File: src/rtl/pwm_cap_pkg.sv
`timescale 1ns/1ps
package pwm_cap_pkg;
  typedef enum logic [1:0] {
    ST_IDLE = 2'd0,
    ST_REF  = 2'd1,
    ST_END  = 2'd2,
    ST_DONE = 2'd3
  } cap_state_e;

  localparam int unsigned NUM_CH = 2;  // 0: rising (A), 1: falling (B)
endpackage

File: src/rtl/pwm_cap_edge.sv
`timescale 1ns/1ps
module pwm_cap_edge (
  input  logic       clk_i,
  input  logic       rst_ni,
  input  logic       sel_i,
  input  logic [1:0] pin_i,
  output logic       rise_o,
  output logic       fall_o
);
  logic s1_q, s2_q, s3_q;

  always_ff @(posedge clk_i or negedge rst_ni) begin
    if (!rst_ni) begin
      s1_q <= 1'b0;
      s2_q <= 1'b0;
      s3_q <= 1'b0;
    end else begin
      s1_q <= pin_i[sel_i];
      s2_q <= s1_q;
      s3_q <= s2_q;
    end
  end

  assign rise_o = s2_q & ~s3_q;
  assign fall_o = ~s2_q & s3_q;
endmodule

File: src/rtl/pwm_cap_timebase.sv
`timescale 1ns/1ps
module pwm_cap_timebase #(
  parameter int unsigned CNT_W = 16,
  parameter int unsigned PSC_W = 8
) (
  input  logic             clk_i,
  input  logic             rst_ni,
  input  logic             clr_i,
  input  logic [PSC_W-1:0] psc_i,
  input  logic [CNT_W-1:0] arr_i,
  output logic [CNT_W-1:0] cnt_o
);
  logic [PSC_W-1:0] div_q;
  logic             tick;

  assign tick = (div_q >= psc_i);

  always_ff @(posedge clk_i or negedge rst_ni) begin
    if (!rst_ni) begin
      div_q <= '0;
      cnt_o <= '0;
    end else if (clr_i) begin
      div_q <= '0;
      cnt_o <= '0;
    end else if (tick) begin
      div_q <= '0;
      cnt_o <= (cnt_o >= arr_i) ? '0 : cnt_o + 1'b1;
    end else begin
      div_q <= div_q + 1'b1;
    end
  end

  // counter only moves on a divider tick
  assert_hold_between_ticks_R2: assert property (@(posedge clk_i) disable iff (!rst_ni)
    (!$past(clr_i) && !$past(tick)) |-> (cnt_o == $past(cnt_o)));
endmodule

File: src/rtl/pwm_cap_edge_div.sv
`timescale 1ns/1ps
module pwm_cap_edge_div (
  input  logic       clk_i,
  input  logic       rst_ni,
  input  logic       clr_i,
  input  logic       en_i,
  input  logic       edge_i,
  input  logic [1:0] code_i,
  output logic       take_o
);
  logic [2:0] ecnt_q;
  logic [2:0] mask;

  assign mask   = (3'd1 << code_i) - 3'd1;
  assign take_o = en_i & edge_i & (ecnt_q == 3'd0);

  always_ff @(posedge clk_i or negedge rst_ni) begin
    if (!rst_ni)               ecnt_q <= '0;
    else if (clr_i)            ecnt_q <= '0;
    else if (en_i && edge_i)   ecnt_q <= (ecnt_q + 3'd1) & mask;
  end
endmodule

File: src/rtl/pwm_cap_diff.sv
`timescale 1ns/1ps
module pwm_cap_diff #(
  parameter int unsigned CNT_W = 16
) (
  input  logic [CNT_W-1:0] top_i,
  input  logic [CNT_W-1:0] early_i,
  input  logic [CNT_W-1:0] late_i,
  output logic [CNT_W-1:0] diff_o
);
  localparam int unsigned EXT_W = CNT_W + 1;
  logic [EXT_W-1:0] modulus, sum;

  always_comb begin
    modulus = {1'b0, top_i} + EXT_W'(1);
    if (late_i >= early_i) sum = {1'b0, late_i} - {1'b0, early_i};
    else                   sum = modulus - {1'b0, early_i} + {1'b0, late_i};
    diff_o = sum[CNT_W-1:0];
  end
endmodule

File: src/rtl/pwm_capture.sv
`timescale 1ns/1ps
module pwm_capture
  import pwm_cap_pkg::*;
#(
  parameter int unsigned CNT_W = 16,
  parameter int unsigned PSC_W = 8
) (
  input  logic             clk_i,
  input  logic             rst_ni,
  input  logic             start_i,
  input  logic             sel_i,
  input  logic             pin0_i,
  input  logic             pin1_i,
  input  logic [PSC_W-1:0] psc_i,
  input  logic [CNT_W-1:0] arr_i,
  input  logic [1:0]       icpsc_i,
  output logic             snap_valid_o,
  output logic [CNT_W-1:0] snap_rise_o,
  output logic [CNT_W-1:0] snap_fall_o,
  output logic             done_o,
  output logic [CNT_W-1:0] period_o,
  output logic [CNT_W-1:0] duty_o
);
  cap_state_e         st_q;
  logic [CNT_W-1:0]   cnt, t0_q, fall_q;
  logic [CNT_W-1:0]   per_raw, dty_raw, dty_fix;
  logic               rise, fall, armed;
  logic [NUM_CH-1:0]  edges, takes;

  assign armed = (st_q == ST_REF) || (st_q == ST_END);
  assign edges = {fall, rise};

  pwm_cap_edge u_edge (
    .clk_i (clk_i), .rst_ni (rst_ni), .sel_i (sel_i),
    .pin_i ({pin1_i, pin0_i}), .rise_o (rise), .fall_o (fall)
  );

  pwm_cap_timebase #(.CNT_W(CNT_W), .PSC_W(PSC_W)) u_tb (
    .clk_i (clk_i), .rst_ni (rst_ni), .clr_i (start_i),
    .psc_i (psc_i), .arr_i (arr_i), .cnt_o (cnt)
  );

  for (genvar ch = 0; ch < NUM_CH; ch++) begin : g_div
    pwm_cap_edge_div u_div (
      .clk_i (clk_i), .rst_ni (rst_ni), .clr_i (start_i), .en_i (armed),
      .edge_i (edges[ch]), .code_i (icpsc_i), .take_o (takes[ch])
    );
  end

  pwm_cap_diff #(.CNT_W(CNT_W)) u_per (
    .top_i (arr_i), .early_i (t0_q), .late_i (cnt), .diff_o (per_raw)
  );

  pwm_cap_diff #(.CNT_W(CNT_W)) u_dty (
    .top_i (arr_i), .early_i (t0_q), .late_i (fall_q), .diff_o (dty_raw)
  );

  // stale falling capture: remove one period
  assign dty_fix = (dty_raw > per_raw) ? dty_raw - per_raw : dty_raw;

  always_ff @(posedge clk_i or negedge rst_ni) begin
    if (!rst_ni) begin
      st_q         <= ST_IDLE;
      t0_q         <= '0;
      fall_q       <= '0;
      snap_valid_o <= 1'b0;
      snap_rise_o  <= '0;
      snap_fall_o  <= '0;
      period_o     <= '0;
      duty_o       <= '0;
    end else begin
      snap_valid_o <= 1'b0;
      if (start_i) begin
        st_q   <= ST_REF;
        fall_q <= '0;
      end else begin
        if (takes[1]) fall_q <= cnt;
        if (takes[0]) begin
          snap_valid_o <= 1'b1;
          snap_rise_o  <= cnt;
          snap_fall_o  <= fall_q;
          if (st_q == ST_REF) begin
            t0_q <= cnt;
            st_q <= ST_END;
          end else begin
            period_o <= per_raw;
            duty_o   <= dty_fix;
            st_q     <= ST_DONE;
          end
        end
      end
    end
  end

  assign done_o = (st_q == ST_DONE);

  assert_done_hold_R10: assert property (@(posedge clk_i) disable iff (!rst_ni)
    (done_o && !start_i) |=> (done_o && $stable(period_o) && $stable(duty_o)));

  assert_quiet_after_done_R5: assert property (@(posedge clk_i) disable iff (!rst_ni)
    ($past(done_o) && !$past(start_i)) |-> !snap_valid_o);

  assert_done_with_pair_R5: assert property (@(posedge clk_i) disable iff (!rst_ni)
    $rose(done_o) |-> snap_valid_o);

  assert_period_range_R6: assert property (@(posedge clk_i) disable iff (!rst_ni)
    (done_o && $stable(arr_i)) |-> (period_o <= arr_i));

  assert_start_clears_R11: assert property (@(posedge clk_i) disable iff (!rst_ni)
    start_i |=> !done_o);
endmodule

File: config.mk
export PLATFORM = sky130hd
export DESIGN_NAME = pwm_capture
export DESIGN_NICKNAME = d
export VERILOG_FILES = /design/src/rtl/pwm_cap_pkg.sv /design/src/rtl/pwm_cap_edge.sv /design/src/rtl/pwm_cap_timebase.sv /design/src/rtl/pwm_cap_edge_div.sv /design/src/rtl/pwm_cap_diff.sv /design/src/rtl/pwm_capture.sv
export SDC_FILE = /design/constraint.sdc
export NUM_CORES = 1
export LEC_CHECK = 0
export BUFFER_PORTS_ARGS = -buffer_cell sky130_fd_sc_hd__buf_2
export CORE_AREA = 2 2 174 176
export DETAILED_ROUTE_END_ITERATION = 16
export DIE_AREA = 0 0 176 178
export SYNTH_ARGS = -nofsm -noshare
export SYNTH_HDL_FRONTEND = slang
export SYNTH_HIERARCHICAL = 1
export SYNTH_SLANG_ARGS = --single-unit
File: constraint.sdc
create_clock -name clk_i -period 12.5 [get_ports clk_i]
set_input_delay 0.625 -clock clk_i [delete_from_list [all_inputs] [get_ports clk_i]]
set_output_delay 0.625 -clock clk_i [all_outputs]
set_load 0.01 [all_outputs]
### Word level (Yosys, flattened, before mapping)

Index checks and enable logic that the tools add are counted.

* output and inout port bits: 66
* input bits: 32
* logic and storage cells: 83
* flip-flop bits (word level): 132

* reductions and logical operators: 13
* add/sub/neg operators: 12
* shift-type cells: 1
* equal/unequal tests: 3
* muxes and demuxes: 21
* bitwise operators: 12
* order comparisons: 6

Operator list (number)
* $mux 16: 8
* $sub 16x16->16: 4
* $ge 16x16->1: 3
* $add 16x1->16 const B: 2
* $add 16x16->16: 2
* $gt 16x16->1: 1
* $mux 8: 2
* $mux 3: 4
* $reduce_bool 2->1: 5
* $add 8x1->8 const B: 1
* $ge 8x8->1: 1
* $add 3x1->3 const B: 2
* $and 1x1->1: 6
* $and 3x3->3: 2
* $logic_not 3->1: 2
* $reduce_and 3->1: 2
* $mux 1: 5
* $eq 2x2->1 const B: 2
* $mux 2: 2
* $not 1->1: 4
* $shl 1x2->3 const A: 1
* $sub 3x1->3 const B: 1
* $eq 2x1->1 const B: 1
* $logic_and 1x1->1: 2
* 3 further kinds: 3

### Depth between registers and ports, before layout

* depth in word-level cells: 6
* mapped depth: 22
* gate-level depth less buffers: 21

### Modules after synthesis

The synthesis kept the hierarchy.

By module, submodules not included
* pwm_capture: times used 1, cells each 487, area each 4735.8 um2, sequential area each 2477.4 um2
* pwm_cap_diff (u_per): times used 1, cells each 337, area each 2424.8 um2, sequential area each 0.0 um2
* pwm_cap_diff (u_dty): times used 1, cells each 297, area each 2213.4 um2, sequential area each 0.0 um2
* pwm_cap_timebase: times used 1, cells each 211, area each 1836.8 um2, sequential area each 600.6 um2
* pwm_cap_edge_div: times used 2, cells each 20, area each 183.9 um2, sequential area each 75.1 um2
* pwm_cap_edge: times used 1, cells each 6, area each 102.6 um2, sequential area each 75.1 um2

### Least setup slack after synthesis

OpenSTA, ideal clock, no wires.

* kind: input to register
* from: input arr_i[5]
* to: register duty_o[13]
* setup time: 0.137 ns
* stages: 20
* required time: 12.363 ns
* data arrival time: 4.472 ns
* path slack: 7.891 ns
* buffers on the path: 1
* path through: inv_1 fa_1 inv_1 ha_1 a21o_1 a21oi_1 o21ai_2 a21o_1 a21o_1 xor2_1 mux2_2 ha_1 a21oi_1 nor2_1 o21a_1 a311o_1 o211ai_2 buf_6 mux2i_1 a21oi_1

* cells in the longest elaborated chain, start to end: 6
* elaborated cells between the ends (all ways): 9
* those cells by class: add/sub (5); order compare (1); mux (3)

Ends and longest elaborated chain
* from (decl): RTL line pwm_capture.sv:15 `input logic [CNT_W-1:0] arr_i,`
* $add 16x1->16 (*): RTL line pwm_cap_diff.sv:14 `modulus = {1'b0, top_i} + EXT_W'(1);`
* $sub 16x16->16 (*): RTL line pwm_cap_diff.sv:16 `else sum = modulus - {1'b0, early_i} + {1'b0, late_i};`
* $add 16x16->16 (*): RTL line pwm_cap_diff.sv:16
* $mux 16 (*): RTL line pwm_cap_diff.sv:15 `if (late_i >= early_i) sum = {1'b0, late_i} - {1'b0, early_i};`
* net dty_raw[9]: RTL line pwm_capture.sv:26 `logic [CNT_W-1:0] per_raw, dty_raw, dty_fix;`
* $sub 16x16->16 / $gt 16x16->1 (equally long branches): RTL line pwm_capture.sv:59 `assign dty_fix = (dty_raw > per_raw) ? dty_raw - per_raw : dty_raw;`
* $mux 16 (*): RTL line pwm_capture.sv:59
* to (signal assigned): RTL line pwm_capture.sv:87 `duty_o <= dty_fix;`
* to (decl): RTL line pwm_capture.sv:22 `output logic [CNT_W-1:0] duty_o`

The timed path passes the listed nets; every way through them passes the cells marked *.
A chain may end at the register's enable or synchronous reset.

### Worst setup path in the final report

* from: register u_tb.cnt_o[0]
* to: register duty_o[12]

* cells in the longest elaborated chain, start to end: 4
* elaborated cells between the ends (all ways): 7
* those cells by class: add/sub (3); order compare (2); mux (2)

Ends and longest elaborated chain
* from (decl): RTL line pwm_cap_timebase.sv:11 `output logic [CNT_W-1:0] cnt_o`
* from (signal assigned): RTL line pwm_cap_timebase.sv:27 `cnt_o <= (cnt_o >= arr_i) ? '0 : cnt_o + 1'b1;`
* $add 16x16->16 (tied with other cells): RTL line pwm_cap_diff.sv:16
* $mux 16 (*): RTL line pwm_cap_diff.sv:15
* net per_raw[5]: RTL line pwm_capture.sv:26
* $sub 16x16->16 / $gt 16x16->1 (equally long branches): RTL line pwm_capture.sv:59
* $mux 16 (*): RTL line pwm_capture.sv:59

Marked as above.

==> metrics <==
Pre-antenna DRT Iters=5; final critical-path share of the clock period=0.4700; hpwl dp=24.78 mm; Layout area overhead=12.52%; Clock Sinks=132; crit path time final=5.875 ns; GPL Wtd Cong=0.9219; leading cell type in the layout, fill and taps excluded=inv_1; async set-or-reset flop fraction in the synthesized netlist=1.000; CTS tree=built; flops & latches, synth=132; Setup-failing EPs final=0; wire length per cell=17.55 um; CP max stage delay=0.95 ns; post-synth design cell area=11680 um2; most frequent cells in the layout=inv_1 (227), nand2_1 (183), dfrtp_1 (132); kind of critical path=register to register; Synthesis Warnings=6; clock share of power=0.136; WP data required=12.82 ns; Finished Core Util=0.4470; sw frac=0.5066; initial core utilization=0.3973; max cap viols=0; Pint=1878 uW; TritonCTS Buffers=17; Slew headroom=0.2228; maximum vdd drop=0.1780 mV; row count=63; cells after synthesis=1378; Post-synth EDFFs=0; vias per std cell=5.311; count of pins over their slew limit=0; Max Clock Skew=0.01966 ns; Net Count, Synth=1557; sequential power share=0.146; Peak Freq=170.2 MHz; Layout Nets=1650; Port Buffers=97; routed wire length=32.90 mm; largest area contributor in the netlist=dfrtp_1; GRT overflow=0; critical path endpoint category=register; CP Data Arrival Time=6.19 ns; final setup margin=6.625 ns; number of global-route vias before repair=9597; Main synth FF type=dfrtp_1; outcome=completed; CP startpoint kind=register; cell with the largest stage delay on the worst path=o211ai_2; Post-CTS Hold Buffers=0; R2R Path End=duty_o[12]$_DFFE_PN0P_; r2r setup slk=6.63 ns; die width=176 um; Comb pwr share=0.717; die height=178 um; Mapped Avg Cell Area=8.477 um2; ranking of synthesized cells by area=dfrtp_1 (28%), ha_1 (12%), inv_1 (7.3%); Clock Tree Root=clkbuf_16; total number of vias=9952; critical-path cell list=inv_1, ha_1, inv_1, fa_1, nand3_1, a31oi_1, o221ai_2, a21oi_4, nor2_1, a21oi_2, inv_1, ha_1, a21oi_2, nor3b_2, a21oi_2, a311o_1, o211ai_2, a221oi_1, a21o_1; worst slack, placed=6.721 ns; layout cells sized above 1=0.1368; post-synth top area share=0.2828; RSZ-0062 raised after global routing=no; ANT cells=0; setup_tns=0 ns; Hold WC Path Type=input pin to async pin; Post-route DRC=0; final hold violations=0; antenna violations before repair=3; IO Pins=98; Clock Pin Slew Worst Setup and Hold Paths=0.08 ns; Post-DRT Antenna Nets=0; Resize count post-CTS=0; worst r2r path cells=19; Leak=0.006793 uW; die area=31330 um2; GRT Util Overall=0.2149; Core Footprint=29400 um2; postcts setup bufs=0; clk_lat worst skew=0.44 ns; P per Cell Area=289.6 nW/um2; Sw Pwr=1928 uW; critical path peak fanout=28; largest net degree at the start of global routing=78; Clock Path Buffers=2; 1st-iter DRT viols=714; post-synthesis sequential area ratio=0.2828; Worst Tran Pin Value=1.162 ns; Crit Reg-Reg Startpoint=u_tb/cnt_o[0]$_DFFE_PN0P_; first-pass GRT wire length=52.27 mm; # H-tree levels=4; Fin Hold WS=0.2299 ns; synth unique cells=87
## final cells by class
type                       instances  area [um2]
fill                            2865       16260
tap                              390       488.0
multi-input combinational        986        7357
inverter                         228       855.8
clock inverter                    15       155.1
clock buffer                      17       425.4
timing repair buffer             106       559.3
sequential                       132        3303
## metrics by stage
step           total power, uW  instances  area (um2)
2_1_floorplan             2669       1378       11680
3_3_place_gp              3241       1842       12560
3_5_place_dp              3246       1842       12560
4_1_cts                   3783       1874       13140
5_1_grt                   4108       1874       13140
6_report                  3806       1874       13140
## worst max-delay path: cells and delay by family (launching register included)
kind,cells,cell delay (ns)
compound gates,10,3.41
fa+ha+maj,3,0.84
flops,1,0.62
simple gates,3,0.53
buf+inv,3,0.37
## cells by family after synthesis
kind of cell             count (synthesis)  synth area share
AO/OA/AOI/OAI                          303            0.1798
XOR/XNOR                                67           0.05024
adder cells (fa/ha/maj)                147            0.1787
buffers and inverters                  260           0.08805
flip-flops                             132            0.2828
multiplexers                            66           0.05934
AND/OR/NAND/NOR                        403            0.1611
## layer usage
layer	GRT usage	up-vias	part of all wire
li1	-	4864	-
met3	0.03410	61	0.046
met1	0.2984	4739	0.49
met5	0	-	0.0012
met4	0.06715	6	0.025
met2	0.3445	282	0.44
## power groups by stage
stage | clock network [uW] | logic (uW) | registers [uW]
5_1_grt | 548 | 2990 | 567
3_3_place_gp | 0 | 2680 | 564
6_report | 519 | 2730 | 556
4_1_cts | 532 | 2690 | 558
2_1_floorplan | 0 | 2090 | 574
3_5_place_dp | 0 | 2680 | 566
## how the worst max path moves through the flow
stage	from	to	slack, ns	cells after the start
after detailed placement	fall_q[0]$_DFFE_PN0P_	duty_o[15]$_DFFE_PN0P_	6.72	21
after floorplan	arr_i[5]	duty_o[13]$_DFFE_PN0P_	7.89	20
final	u_tb/cnt_o[0]$_DFFE_PN0P_	duty_o[12]$_DFFE_PN0P_	6.63	19
after CTS	fall_q[0]$_DFFE_PN0P_	duty_o[15]$_DFFE_PN0P_	6.69	21
after global routing	u_tb/cnt_o[0]$_DFFE_PN0P_	duty_o[12]$_DFFE_PN0P_	6.17	19
after global placement	fall_q[0]$_DFFE_PN0P_	duty_o[15]$_DFFE_PN0P_	6.81	21
## state kept, by name (all words and copies together), names as in the netlist
name / flops
fall_q: 16
u_tb/cnt_o: 16
period_o: 16
t0_q: 16
snap_valid_o: 1
u_edge/s3_q: 1
u_tb/div_q: 8
g_div.u_div/ecnt_q: 6
st_q: 2
snap_rise_o: 16
u_edge/s2_q: 1
duty_o: 16
snap_fall_o: 16
u_edge/s1_q: 1
## cells in the mapped netlist, types with 6 or more instances
cell      instances
o21ai_0          52
nor3_1           13
and3_1           12
a21o_1           24
a211oi_1         11
nor2_1           75
xor2_1           32
o31ai_1           9
a31oi_1           9
mux2_2           21
nor2b_1          17
nand2_1         183
xnor2_1          35
mux2i_1          43
o21ai_1          17
nand4_1          11
nand3_1          35
o21bai_1          7
ha_1            114
or3_1             7
a22o_1           11
dfrtp_1         132
o21a_1           10
nand2b_1         10
fa_1             33
a21oi_2           8
a21oi_1          75
clkbuf_1         17
inv_1           227
buf_2             6
(Power assumes the default switching activity.)
